`src/rtl/ser2par_pkg.sv`:
```
package ser2par_pkg;

  // Source selection encoding for the serial input mux
  typedef enum logic {
    SRC_MAIN = 1'b0,
    SRC_LOOP = 1'b1
  } src_sel_e;

  localparam int unsigned DEF_WORD_W = 16;

endpackage

```
`src/rtl/s2p_src_retime.sv`:
```
module s2p_src_retime
  import ser2par_pkg::*;
(
  input  logic clk_bit,
  input  logic rst_n,
  input  logic din_main,
  input  logic din_loop,
  input  logic sel_loop,
  output logic bit_q
);

  src_sel_e src;
  logic     bit_d;

  assign src = src_sel_e'(sel_loop);

  always_comb begin
    bit_d = din_main;
    if (src == SRC_LOOP) begin
      bit_d = din_loop;
    end
  end

  always_ff @(posedge clk_bit or negedge rst_n) begin
    if (!rst_n) begin
      bit_q <= 1'b0;
    end else begin
      bit_q <= bit_d;
    end
  end

endmodule

```
`src/rtl/s2p_shift.sv`:
```
module s2p_shift #(
  parameter int unsigned WORD_W = 16
) (
  input  logic              clk_bit,
  input  logic              rst_n,
  input  logic              bit_in,
  output logic [WORD_W-1:0] word_q,
  output logic [WORD_W-1:0] word_nx
);

  // Next value: every stage takes its lower neighbour, the new bit enters at bit 0
  assign word_nx[0] = bit_in;

  for (genvar gi = 1; gi < WORD_W; gi++) begin : g_stage
    assign word_nx[gi] = word_q[gi-1];
  end

  always_ff @(posedge clk_bit or negedge rst_n) begin
    if (!rst_n) begin
      word_q <= '0;
    end else begin
      word_q <= word_nx;
    end
  end

endmodule

```
`src/rtl/s2p_clkdiv.sv`:
```
module s2p_clkdiv #(
  parameter int unsigned WORD_W = 16
) (
  input  logic clk_bit,
  input  logic rst_n,
  output logic pclk_q,
  output logic cap_en
);

  localparam int unsigned CNT_W = (WORD_W > 1) ? $clog2(WORD_W) : 1;
  localparam int unsigned HALF  = WORD_W / 2;
  localparam logic [CNT_W-1:0] LAST  = CNT_W'(WORD_W - 1);
  localparam logic [CNT_W-1:0] HALFC = CNT_W'(HALF);

  logic [CNT_W-1:0] cnt_q;
  logic [CNT_W-1:0] cnt_nx;
  logic             pclk_nx;

  always_comb begin
    if (cnt_q == LAST) begin
      cnt_nx = '0;
    end else begin
      cnt_nx = cnt_q + 1'b1;
    end
    pclk_nx = (cnt_nx >= HALFC);
  end

  // Capture strobe: the edge that wraps the counter is the falling edge of pclk
  assign cap_en = (cnt_q == LAST);

  always_ff @(posedge clk_bit or negedge rst_n) begin
    if (!rst_n) begin
      cnt_q  <= '0;
      pclk_q <= 1'b0;
    end else begin
      cnt_q  <= cnt_nx;
      pclk_q <= pclk_nx;
    end
  end

endmodule

```
`src/rtl/s2p_hold.sv`:
```
module s2p_hold #(
  parameter int unsigned WORD_W = 16
) (
  input  logic              clk_bit,
  input  logic              rst_n,
  input  logic              cap_en,
  input  logic [WORD_W-1:0] word_in,
  output logic [WORD_W-1:0] word_q
);

  logic [WORD_W-1:0] word_d;

  always_comb begin
    word_d = word_q;
    if (cap_en) begin
      word_d = word_in;
    end
  end

  always_ff @(posedge clk_bit or negedge rst_n) begin
    if (!rst_n) begin
      word_q <= '0;
    end else begin
      word_q <= word_d;
    end
  end

endmodule

```
`src/rtl/ser2par_demux.sv`:
```
module ser2par_demux
  import ser2par_pkg::*;
#(
  parameter int unsigned WORD_W = DEF_WORD_W
) (
  input  logic              clk_bit,
  input  logic              rst_n,
  input  logic              din_main,
  input  logic              din_loop,
  input  logic              sel_loop,
  output logic [WORD_W-1:0] pword,
  output logic              pclk_out
);

  logic              rt_bit;
  logic [WORD_W-1:0] shift_word;
  logic [WORD_W-1:0] shift_next;
  logic              cap_en;

  s2p_src_retime u_src (
    .clk_bit (clk_bit),
    .rst_n   (rst_n),
    .din_main(din_main),
    .din_loop(din_loop),
    .sel_loop(sel_loop),
    .bit_q   (rt_bit)
  );

  s2p_shift #(.WORD_W(WORD_W)) u_shift (
    .clk_bit(clk_bit),
    .rst_n  (rst_n),
    .bit_in (rt_bit),
    .word_q (shift_word),
    .word_nx(shift_next)
  );

  s2p_clkdiv #(.WORD_W(WORD_W)) u_div (
    .clk_bit(clk_bit),
    .rst_n  (rst_n),
    .pclk_q (pclk_out),
    .cap_en (cap_en)
  );

  s2p_hold #(.WORD_W(WORD_W)) u_hold (
    .clk_bit(clk_bit),
    .rst_n  (rst_n),
    .cap_en (cap_en),
    .word_in(shift_next),
    .word_q (pword)
  );

endmodule

```
`config.mk`:
```
export PLATFORM = sky130hd
export DESIGN_NAME = ser2par_demux
export DESIGN_NICKNAME = d
export VERILOG_FILES = /design/src/rtl/ser2par_pkg.sv /design/src/rtl/s2p_src_retime.sv /design/src/rtl/s2p_shift.sv /design/src/rtl/s2p_clkdiv.sv /design/src/rtl/s2p_hold.sv /design/src/rtl/ser2par_demux.sv
export SDC_FILE = /design/constraint.sdc
export NUM_CORES = 1
export LEC_CHECK = 0
export BUFFER_PORTS_ARGS = -buffer_cell sky130_fd_sc_hd__buf_4
export CAP_MARGIN = 40
export CELL_PAD_IN_SITES_DETAIL_PLACEMENT = 0
export CELL_PAD_IN_SITES_GLOBAL_PLACEMENT = 1
export CORE_ASPECT_RATIO = 1.25
export CORE_UTILIZATION = 40
export DETAILED_ROUTE_END_ITERATION = 8
export PLACE_DENSITY = 0.77
export SLEW_MARGIN = 20
export SYNTH_ARGS = -nofsm -noshare
export SYNTH_HDL_FRONTEND = slang
export SYNTH_SLANG_ARGS = --single-unit
```
`constraint.sdc`:
```
create_clock -name clk_bit -period 1.2 [get_ports clk_bit]
set_input_delay 0.12 -clock clk_bit [delete_from_list [all_inputs] [get_ports clk_bit]]
set_output_delay 0.12 -clock clk_bit [all_outputs]
set_load 0.01 [all_outputs]
```
==> reports/metrics.yaml <==
setup_path:
  path_max_fanout: 10
  slowest_delay_ns: 0.43
  path_cells: "ha_4, nand3_4, buf_12, mux2_2"
  start_kind: "flop"
  cp.required_ns: 1.43
  crit_path_end_kind: "flop"
  arrival_ns: 1.52
  slowest_stage: "dfrtp_1"
  critPathKind: "reg -> reg"
drt:
  vias_per_cell: 4.771
  wl_per_cell_um: 14.07
  drt_iter0_drc: 5
  final_antenna_net_count: 0
  route.final.wire_length_um: 1970
  first_pass_iters: 4
  num_vias: 668
  drc: 0
die:
  ios: 22
  die_y_um: 64.72
  start_util_pct: 42.34
  die-area_sq_um: 3377
  rows: 22
  fp.dieW_um: 52.18
  core_sq_um: 2973
finish:
  nets: 109
  final_layout_size_suffix_gt1_share_pct: 55.77
  stdcell_count: 140
  finish.utilization_pct: 55.39
  antenna_cells: 0
  area_delta_synth_final_pct: 30.82
yosys:
  synth_area_leaders: "dfrtp_1, mux2_4, mux2_2, a311o_1, nand3_4"
  synth_area_per_cell_sq_um: 19.36
  synthCells: 65
  netlist_area_sq_um: 1259
  synth_seq_area_share_pct: 73.56
  yosys.area.top_type_share_pct: 73.56
  yosysWarnings: 0
  ys_ff_latch: 37
  yosysTopAreaCell: "dfrtp_1"
  synth_nets: 71
  synth_cell_types: 13
outcome:
  violations: "negative setup slack"
  status: "finished, violations left"
cts:
  numClockSinks: 37
  cts_buffers: 5
  clock_latency_ns: 0.33
  clockRootBuffer: "clkbuf_4"
  path_clk_slew_ns: 0.11
  h-tree-depth: 2
  cts_tree: "done"
  clk_path_buf_depth: 2
timing:
  finalSetupViolCount: 17
  min_period_ns: 1.289
  drv_slew: 0
  maxSlewHeadroom_pct: 70.00
  fin_crit_sh_pct: 107.4
  skew_ns: 0.002285
  rsz0062_at_grt: "true"
  hold_viol_final: 0
  fin_ws_ns: -0.08870
  fmax_mhz: 776.0
  max_slew.worst_pin.slew_ns: 0.4501
power:
  switching_power_mw: 0.5034
  powerDensity_nw_per_um2: 1387
  combPwrFrac_pct: 8.0
  p_leak_nw: 0.8160
  p_total_mw: 2.284
  seq_power_share_pct: 60.2
  switching_share_pct: 22.04
  ir_drop_v: 0.0009480
  p_clk_share_pct: 31.8
  p_int_mw: 1.780
placed_design:
  port_buffers: 21
  dp_hpwl_um: 1184
  place_congestion: 0.6511
  place_inst: 125
flow_run:
  drv_cap: 0
grt:
  grt_pass1_vias: 704
  gr-total-overflow: 0
  grt_pass1_wl_um: 3243
  grt_max_degree: 38
  gr-usage-all-layers_pct: 14.48
  antenna_found_initial: 0
worst_hold_path:
  worstHoldPathType: "in -> reg"
==> final timing paths <==
kind	endpoint	from	slack [ns]	cells after the start
hold reg to reg	u_shift.word_q[9]	u_shift.word_q[8]	0.38	0
hold / removal	u_src.bit_q	sel_loop	0.03	2
min in group asynchronous	u_div.pclk_q	rst_n	0.26	2
max in group asynchronous	u_hold.word_q[3]	rst_n	0.62	2
setup / recovery	u_hold.word_q[5]	u_div.cnt_q[1]	-0.09	4
setup reg to reg	u_hold.word_q[5]	u_div.cnt_q[1]	-0.09	4
==> per-stage QoR <==
step | hold slack (ns) | worst slack, ns | setup TNS (ns) | area [sq um]
3_3_place_gp | 0.09673 | -0.1284 | -1.861 | 1493
3_5_place_dp | 0.1000 | -0.1592 | -2.346 | 1493
2_1_floorplan | -0.1756 | -0.08392 | -0.8392 | 1275
6_report | 0.02948 | -0.08870 | -1.212 | 1647
4_1_cts | 0.002271 | -0.08838 | -1.123 | 1608
5_1_grt | 0.01149 | -0.1208 | -1.673 | 1647
==> power groups by stage <==
stage                     logic, mW  clock network [mW]  registers [mW]
final                         0.183               0.727            1.37
after global routing          0.199               0.805            1.39
after CTS                     0.178               0.754            1.38
after floorplan              0.0529                   0            1.41
after detailed placement      0.175                   0            1.40
after global placement        0.173                   0            1.40
==> per-layer routing <==
layer	vias up	track usage (%)	part of all wire (%)
li1	302	-	-
met1	343	16.82	44
met2	19	20.67	49
met3	4	7.042	5.1
met4	0	9.868	2.1
met5	-	0	0
==> registers in the layout, summed over array words and instances, names as in the netlist <==
name	cells
u_div.pclk_q	1
u_hold.word_q	16
u_src.bit_q	1
u_shift.word_q	15
u_div.cnt_q	4
==> cells by family (layout without fill, tap and decap cells) <==
logic type      after synthesis  count (layout)  share of synthesized area (%)
compound gates                3               3                          2.088
mux                          17              17                          18.19
fa+ha+maj                     1               1                         0.9939
simple gates                  4               4                          3.280
buf+inv                       2              41                          1.192
flops                        37              37                          73.56
xor+xnor                      1               1                         0.6960
==> cells in the mapped netlist (all sizes together) <==
| cell type | n |
|---|---|
| xor2 | 1 |
| and2b | 1 |
| inv | 1 |
| a31oi | 1 |
| nand3 | 1 |
| and4b | 1 |
| mux2 | 17 |
| nand2 | 1 |
| dfrtp | 37 |
| ha | 1 |
| buf | 1 |
| a311o | 2 |
==> cell type report <==
class | instances | area, sq um
tap | 36 | 45.04
clock inverter | 1 | 5.005
sequential | 37 | 925.9
fill | 250 | 1326
multi-input combinational | 26 | 337.8
clock buffer | 7 | 65.06
inverter | 1 | 3.754
timing repair buffer | 32 | 264.0
==> critical path: cells and delay by family (launching register included) <==
kind / cells / cell delay [ns]
DFF: 1 / 0.43
muxes: 1 / 0.33
adders and majority gates: 1 / 0.18
buffers and inverters: 1 / 0.15
and+or+nand+nor: 1 / 0.10
==> cells in the final DEF, fill, tap and decap left out <==
cell type      synthesis  routed
dfrtp_1               37      37
buf_4                  0      27
mux2_4                10      12
mux2_2                 7       5
clkbuf_4               0       5
dlygate4sd3_1          0       3
a311o_1                2       2
clkbuf_8               0       2
inv_1                  1       1
nand2_1                1       1
and4b_2                1       1
and2b_2                1       1
xor2_1                 1       1
nand3_4                1       1
a31oi_1                1       1
ha_4                   0       1
clkinv_2               0       1
buf_6                  1       1
buf_12                 0       1
==> repair_timing <==
item	4_1_cts	5_1_grt
endpoints found under the hold margin	37	1
pin swaps	2	0
buffers inserted	3	1
gates resized for setup	0	3
endpoints found under the setup margin	18	17
hold buffers	1	2
Power figures use the tool's default switching activity.
